File: src/rtl/hz_pkg.sv
package hz_pkg;
    localparam int REG_W  = 5;
    localparam int SEL_W  = 2;

    typedef logic [REG_W-1:0] reg_idx_t;

    typedef enum logic [SEL_W-1:0] {
        SEL_RF  = 2'b00,
        SEL_WB  = 2'b01,
        SEL_MEM = 2'b10
    } fwd_sel_e;

    typedef struct packed {
        logic     wr;
        reg_idx_t rd;
    } producer_t;

    function automatic logic producer_hits(producer_t p, reg_idx_t src);
        return p.wr && (p.rd != '0) && (p.rd == src);
    endfunction
endpackage

File: src/rtl/hz_fwd_select.sv
module hz_fwd_select
    import hz_pkg::*;
(
    input  logic      clk,
    input  logic      rst,
    input  reg_idx_t  src,
    input  producer_t mem_stage,
    input  producer_t wb_stage,
    output fwd_sel_e  sel
);
    logic mem_hit;
    logic wb_hit;

    assign mem_hit = producer_hits(mem_stage, src);
    assign wb_hit  = producer_hits(wb_stage, src);

    always_comb begin
        if (mem_hit)
            sel = SEL_MEM;
        else if (wb_hit)
            sel = SEL_WB;
        else
            sel = SEL_RF;
    end

    // write-back path only when the younger producer misses
    p_wb_only_on_mem_miss_r3: assert property (@(posedge clk) disable iff (rst)
        (sel == SEL_WB) |-> !(mem_stage.wr && mem_stage.rd == src && src != '0));

    // never forward from register 0
    p_no_zero_forward_r5: assert property (@(posedge clk) disable iff (rst)
        (sel != SEL_RF) |-> (src != '0));
endmodule

File: src/rtl/hz_operand_mux.sv
module hz_operand_mux
    import hz_pkg::*;
#(
    parameter int XLEN = 32
) (
    input  logic            clk,
    input  logic            rst,
    input  fwd_sel_e        sel,
    input  logic [XLEN-1:0] rf_val,
    input  logic [XLEN-1:0] mem_val,
    input  logic [XLEN-1:0] wb_val,
    output logic [XLEN-1:0] operand
);
    always_comb begin
        unique case (sel)
            SEL_MEM: operand = mem_val;
            SEL_WB:  operand = wb_val;
            default: operand = rf_val;
        endcase
    end

    // the unused code never reaches the multiplexer
    p_sel_legal_r6: assert property (@(posedge clk) disable iff (rst)
        sel != fwd_sel_e'(2'b11));
endmodule

File: src/rtl/hz_load_use.sv
module hz_load_use
    import hz_pkg::*;
(
    input  logic     clk,
    input  logic     rst,
    input  logic     ex_mem_read,
    input  reg_idx_t ex_rt,
    input  reg_idx_t dec_rs,
    input  reg_idx_t dec_rt,
    output logic     stall
);
    assign stall = ex_mem_read && ((ex_rt == dec_rs) || (ex_rt == dec_rt));

    // a stall always has a load in execute behind it
    p_stall_needs_load_r9: assert property (@(posedge clk) disable iff (rst)
        stall |-> ex_mem_read);
endmodule

File: src/rtl/hz_forward_stall_unit.sv
module hz_forward_stall_unit
    import hz_pkg::*;
#(
    parameter int XLEN = 32
) (
    input  logic             clk,
    input  logic             rst,
    input  logic [4:0]       ifid_rs,
    input  logic [4:0]       ifid_rt,
    input  logic [4:0]       idex_rs,
    input  logic [4:0]       idex_rt,
    input  logic             idex_mem_rd,
    input  logic             exmem_reg_wr,
    input  logic [4:0]       exmem_rd,
    input  logic             memwb_reg_wr,
    input  logic [4:0]       memwb_rd,
    input  logic [XLEN-1:0]  rf_rs_data,
    input  logic [XLEN-1:0]  rf_rt_data,
    input  logic [XLEN-1:0]  exmem_result,
    input  logic [XLEN-1:0]  memwb_result,
    output logic [1:0]       fwd_a_sel,
    output logic [1:0]       fwd_b_sel,
    output logic [XLEN-1:0]  alu_in_a,
    output logic [XLEN-1:0]  alu_in_b,
    output logic             pc_hold,
    output logic             ifid_hold,
    output logic             idex_bubble
);
    localparam int N_OPND = 2;

    producer_t        mem_prod;
    producer_t        wb_prod;
    reg_idx_t         opnd_src [N_OPND];
    logic [XLEN-1:0]  opnd_rf  [N_OPND];
    fwd_sel_e         opnd_sel [N_OPND];
    logic [XLEN-1:0]  opnd_out [N_OPND];
    logic             lu_stall;

    assign mem_prod = '{wr: exmem_reg_wr, rd: exmem_rd};
    assign wb_prod  = '{wr: memwb_reg_wr, rd: memwb_rd};

    assign opnd_src[0] = idex_rs;
    assign opnd_src[1] = idex_rt;
    assign opnd_rf[0]  = rf_rs_data;
    assign opnd_rf[1]  = rf_rt_data;

    for (genvar g = 0; g < N_OPND; g++) begin : g_opnd
        hz_fwd_select u_sel (
            .clk       (clk),
            .rst       (rst),
            .src       (opnd_src[g]),
            .mem_stage (mem_prod),
            .wb_stage  (wb_prod),
            .sel       (opnd_sel[g])
        );

        hz_operand_mux #(.XLEN(XLEN)) u_mux (
            .clk     (clk),
            .rst     (rst),
            .sel     (opnd_sel[g]),
            .rf_val  (opnd_rf[g]),
            .mem_val (exmem_result),
            .wb_val  (memwb_result),
            .operand (opnd_out[g])
        );
    end

    hz_load_use u_lu (
        .clk         (clk),
        .rst         (rst),
        .ex_mem_read (idex_mem_rd),
        .ex_rt       (idex_rt),
        .dec_rs      (ifid_rs),
        .dec_rt      (ifid_rt),
        .stall       (lu_stall)
    );

    assign fwd_a_sel   = opnd_sel[0];
    assign fwd_b_sel   = opnd_sel[1];
    assign alu_in_a    = opnd_out[0];
    assign alu_in_b    = opnd_out[1];
    assign pc_hold     = lu_stall;
    assign ifid_hold   = lu_stall;
    assign idex_bubble = lu_stall;

    // memory-stage producer reaches operand A
    p_mem_to_a_r1: assert property (@(posedge clk) disable iff (rst)
        (exmem_reg_wr && exmem_rd != 5'd0 && exmem_rd == idex_rs) |-> (alu_in_a == exmem_result));

    // memory-stage producer reaches operand B
    p_mem_to_b_r2: assert property (@(posedge clk) disable iff (rst)
        (exmem_reg_wr && exmem_rd != 5'd0 && exmem_rd == idex_rt) |-> (alu_in_b == exmem_result));

    // the three hold outputs move as one
    p_hold_together_r8: assert property (@(posedge clk) disable iff (rst)
        (pc_hold == ifid_hold) && (ifid_hold == idex_bubble));
endmodule

File: config.mk
export PLATFORM = sky130hd
export DESIGN_NAME = hz_forward_stall_unit
export DESIGN_NICKNAME = d
export VERILOG_FILES = /design/src/rtl/hz_pkg.sv /design/src/rtl/hz_fwd_select.sv /design/src/rtl/hz_operand_mux.sv /design/src/rtl/hz_load_use.sv /design/src/rtl/hz_forward_stall_unit.sv
export SDC_FILE = /design/constraint.sdc
export NUM_CORES = 1
export LEC_CHECK = 0
export ABC_AREA = 1
export BUFFER_PORTS_ARGS = -buffer_cell sky130_fd_sc_hd__buf_2
export CORE_AREA = 2 2 92 94
export DETAILED_ROUTE_END_ITERATION = 10
export DIE_AREA = 0 0 94 96
export GPL_TIMING_DRIVEN = 1
export PLACE_DENSITY = 0.77
export SLEW_MARGIN = 20
export SYNTH_ARGS = -nofsm -noshare
export SYNTH_HDL_FRONTEND = slang
export SYNTH_SLANG_ARGS = --single-unit
File: constraint.sdc
create_clock -name vclk -period 1.5
set_clock_uncertainty 0.1 [all_clocks]
set_input_delay 0.15 -clock vclk [all_inputs]
set_output_delay 0.15 -clock vclk [all_outputs]
set_load 0.01 [all_outputs]
# [Yosys cells after proc, flatten, opt, wreduce, memory -nomap -nowiden]
# Cells that the tools add are included.
[op_classes] n_eq_ne=10 muxes=6 n_reduce_logical=10
[ops] op="case mux 32 bit (2 select lines)" count=2
[ops] op="equality test 5 bit" count=6
[ops] op="nonzero test 5 bit" count=2
[ops] op="logical AND 1 bit" count=7
[ops] op="equality test 2 x 1 -> 1 bit, second input constant" count=2
[ops] op="equality test 2 bit, second input constant" count=2
[ops] op="two-way mux 2 bit" count=2
[ops] op="two-way mux 1 bit" count=2
[ops] op="logical OR 1 bit" count=1
[totals] reg_bits=0 inputBits=163 output_inout_bits=71 elab_cells=26

# [Depth between registers and ports, before layout]
[logic_depth] ltp_word=7 depth_mapped=11 depth_no_buf=9

# [By module]
# A second synthesis with hierarchy kept.
[hier_totals] cells_unflattened=568 area_unflattened_um2=2402.3
[by_module_without_submodules] module="hz_operand_mux" instances=2 cells_per_inst=210 area_per_inst_um2=878.3 seq_area_each_um2=0.0
[by_module_without_submodules] module="hz_fwd_select" instances=2 cells_per_inst=51 area_per_inst_um2=221.5 seq_area_each_um2=0.0
[by_module_without_submodules] module="hz_load_use" instances=1 cells_per_inst=44 area_per_inst_um2=187.7 seq_area_each_um2=0.0
[by_module_without_submodules] module="hz_forward_stall_unit" instances=1 cells_per_inst=2 area_per_inst_um2=15.0 seq_area_each_um2=0.0

# [Worst setup path before layout]
# No wires, ideal clock.
[synth_timing] path_type="input port to output port" start="input port idex_rt[3]" end="output port ifid_hold" arrival_time_ps=1224 required_time_ps=1250 slack_ps=26 path_stages=6 n_path_buf=2 cell_sequence="buf_4 xor2_1 nor2_1 nand4_1 a21boi_0 buf_4"
[synth_via] elab_chain_cells=3 word_cells_on_any_way=4 cone_classes="eq/ne: 2; reduce/logical: 2"
[synth_rtl] element="from (decl)" line_no="hz_forward_stall_unit.sv:11" source="input logic [4:0] idex_rt,"
[synth_rtl] element="equality test 5 bit" line_no="hz_load_use.sv:12" source="assign stall = ex_mem_read && ((ex_rt == dec_rs) || (ex_rt == dec_rt));"
[synth_rtl] element="logical OR 1 bit *" line_no="hz_load_use.sv:12"
[synth_rtl] element="logical AND 1 bit *" line_no="hz_load_use.sv:12"
[synth_rtl] element="to (decl)" line_no="hz_forward_stall_unit.sv:26" source="output logic ifid_hold,"
# Mark *: on every way between the ends. The rest lies on a longest branch, timed or not.

# [Worst setup path after layout]
[layout_timing] start="input port exmem_rd[1]" end="output port alu_in_b[7]"
[layout_via] elab_chain_cells=6 word_cells_on_any_way=8 cone_classes="eq/ne: 3; mux: 2; reduce/logical: 3"
[layout_rtl] element="from (decl)" line_no="hz_forward_stall_unit.sv:14" source="input logic [4:0] exmem_rd,"
[layout_rtl] element="nonzero test 5 bit" line_no="hz_pkg.sv:19" source="return p.wr && (p.rd != '0) && (p.rd == src);"
[layout_rtl] element="logical AND 1 bit" line_no="hz_pkg.sv:19"
[layout_rtl] element="logical AND 1 bit *" line_no="hz_pkg.sv:19"
[layout_rtl] element="two-way mux 2 bit *" line_no="hz_fwd_select.sv:18" source="if (mem_hit)"
[layout_rtl] element="equality test 2 x 1 -> 1 bit / equality test 2 bit (equally long branches)" line_no="hz_operand_mux.sv:15" source="unique case (sel)"
[layout_rtl] element="case mux 32 bit (2 select lines) *" line_no="hz_operand_mux.sv:15"
[layout_rtl] element="to (decl)" line_no="hz_forward_stall_unit.sv:24" source="output logic [XLEN-1:0] alu_in_b,"
# Marked as above.

==> results.yml <==
setup_path:
  endpoint_kind: "primary output"
  worstSetupEndpoint: "alu_in_b[7]"
  crit_arrival_ns: 1.44
  critPathRequiredTime_ns: 1.25
  crit_path_start: "exmem_rd[1]"
  critPathKind: "in2out"
  cp_max_fo: 9
  worstSetupStartpointType: "primary input"
synthesis:
  muxShareOfSynthArea_pct: 0
  synth_compound_area_share_pct: 0.5831
  ys_types: 18
  yosys.area_share.xor_xnor_pct: 8.980
  synth_area_sq_mm: 0.002146
  synth-seq-area-share_pct: 0
  syn_area_per_cell_sq_um: 5.221
  synth-simple-area-share_pct: 72.19
  synth_fa_ha_area_share_pct: 0
  synth_nets: 574
  synth_warnings: 0
  synth_top_family_by_area: "simple AND/OR/NAND/NOR gates"
  synth_cells: 411
layout:
  fin_area_sq_mm: 0.005240
  multi_input_area_sq_mm: 0.002596
  nClkBuffers: 0
  layout-drive-gt1-share_pct: 70.94
  ff_latch_area_sq_um: 0
  nNetsFinal: 812
  n_sequential_cell: 0
  areaGrowthSynthToFinish_pct: 144.2
  fill_cells: 635
timing:
  hold_viol: 0
  worst_slack_ns: -0.1928
  final.period_utilization_pct: 112.9
  rsz0062_at_grt: "yes"
  finalSetupViolations: 68
  final_max_slew_viol_count: 0
  worstMarginPinSlew_ns: 0.2729
  layout_min_cycle_time_ns: 1.693
  fmax_ghz: 0.5907
  maxSlewHeadroom_pct: 81.74
  setup-tns-final_ns: -8.215
global_routing:
  grt_util_all_layers_pct: 24.28
  antenna_found_initial: 2
  first_global_vias: 3525
  grt_pass1_wl_mm: 17.46
  grt_overflow: 0
  grt_max_degree: 37
place:
  gp_congestion: 0.8777
  hpwl_mm: 7.999
  numPortBuffers: 232
  postPlaceCellArea_sq_mm: 0.003410
die:
  core_sq_mm: 0.008051
  pin_count: 234
  placementRows: 33
  start_util_pct: 26.65
  fp.dieH_um: 96
  dieArea_sq_mm: 0.009024
  die_w_um: 94
worst_hold_path:
  min_path_type: "in2out"
  holdPathStages: 4
drt:
  drt-pass1-iter-count: 5
  drcViolationCount: 0
  routed_wl_mm: 14.73
  drt_iter0_drc: 279
  detail_route.wl_per_cell_um: 19.57
  postRouteAntennaNets: 0
  via_count: 4252
  via_per_inst: 5.647
run_status:
  violations: "setup timing"
  status: "complete, but fails checks"
power_and_ir_drop:
  leakage_nw: 2.671
  powerDensity_mw_per_mm2: 248.6
  total_power_mw: 1.303
  vdd_drop_max_v: 0.0001766
clock_network:
  cts_hold_buf: 0
run:
  drv_cap: 0
[what timing repair did]
action                                  4_1_cts  5_1_grt
gates resized for setup                     135      176
cloned                                        7       10
pin swaps                                    33       35
setup buffers                                 7        1
endpoints found under the setup margin       66       68
[metal layers]
| metal | vias to the layer above | GRT usage, % | share of wire (%) |
|---|---|---|---|
| met5 | - | 0 | 0.088 |
| met4 | 2 | 4.589 | 5.5 |
| li1 | 1877 | - | - |
| met1 | 1981 | 28.52 | 35 |
| met3 | 79 | 4.229 | 9.1 |
| met2 | 313 | 46.25 | 50 |
[cell usage after synthesis (2+ instances only)]
cell     instances  area (sq um)
buf_2           16         80.08
buf_4           10         75.07
buf_6           15         168.9
inv_1            9         33.78
inv_2            9         33.78
nand2_1        103         386.6
nand3_1        193         965.9
nand3_2          7         70.07
nand4_1          2         12.51
nor2_1          16         60.06
nor2_2           2         12.51
nor2_4           2         22.52
nor2b_1          2         12.51
xnor2_1         12         105.1
xor2_1          10         87.58
[area by class of cell]
cell class | instances | area share (%)
Multi-Input combinational cell | 352 | 49.55
Timing Repair Buffer | 277 | 45.75
Tap cell | 105 | 2.507
Inverter | 18 | 2.149
Antenna cell | 1 | 0.04776
[how the worst min path moves through the flow]
stage	from	to	slack [ns]
global route	rf_rs_data[5]	alu_in_a[5]	0.52
detailed placement	exmem_result[12]	alu_in_a[12]	0.51
floorplan	exmem_result[0]	alu_in_a[0]	0.34
CTS	exmem_result[11]	alu_in_a[11]	0.50
finish	exmem_result[7]	alu_in_a[7]	0.50
global placement	exmem_result[12]	alu_in_a[12]	0.51
[critical path, stage by stage]
cell	delay, ns
buf_8	0.12
xnor2_4	0.17
nand2_2	0.09
nor2_4	0.10
nand3_4	0.11
buf_12	0.17
clkbuf_16	0.17
nand3_1	0.10
nand3_1	0.10
buf_2	0.15
[where the power goes]
group	switching [mW]	leakage (nW)	internal, mW
Sequential	0	0	0
Clock	0	0.00000634	0.0000000891
Combinational	0.633	2.67	0.669
Total	0.633	2.67	0.669
[cell families after synthesis]
| logic type | after synthesis |
|---|---|
| buffers and inverters | 59 |
| AO/OA/AOI/OAI | 2 |
| AND/OR/NAND/NOR | 328 |
| XOR/XNOR | 22 |
[cell usage in the layout (no fill, tap or decap), types with 7 or more instances in the layout]
| cell | count |
|---|---|
| nand2_2 | 34 |
| nand3_2 | 91 |
| clkbuf_16 | 9 |
| buf_2 | 178 |
| nor2_2 | 7 |
| nand2_4 | 8 |
| buf_4 | 8 |
| nor2_4 | 8 |
| nand3_1 | 100 |
| buf_12 | 19 |
| buf_6 | 48 |
| xnor2_1 | 7 |
| nand2_1 | 62 |
| buf_8 | 9 |
| nand3_4 | 9 |
[metrics by stage]
stage / utilization [%] / instances / hold WS, ns / worst slack (ns)
global placement: 42.35 / 728 / 0.5137 / -0.1530
floorplan: - / 411 / 0.3449 / 0.02620
detailed placement: 42.35 / 728 / 0.5126 / -0.1638
finish: 65.08 / 753 / 0.5001 / -0.1928
CTS: 52.12 / 741 / 0.4974 / -0.1067
global route: 65.05 / 752 / 0.5239 / -0.2797
Note: power is estimated with default switching activity, not from simulation.
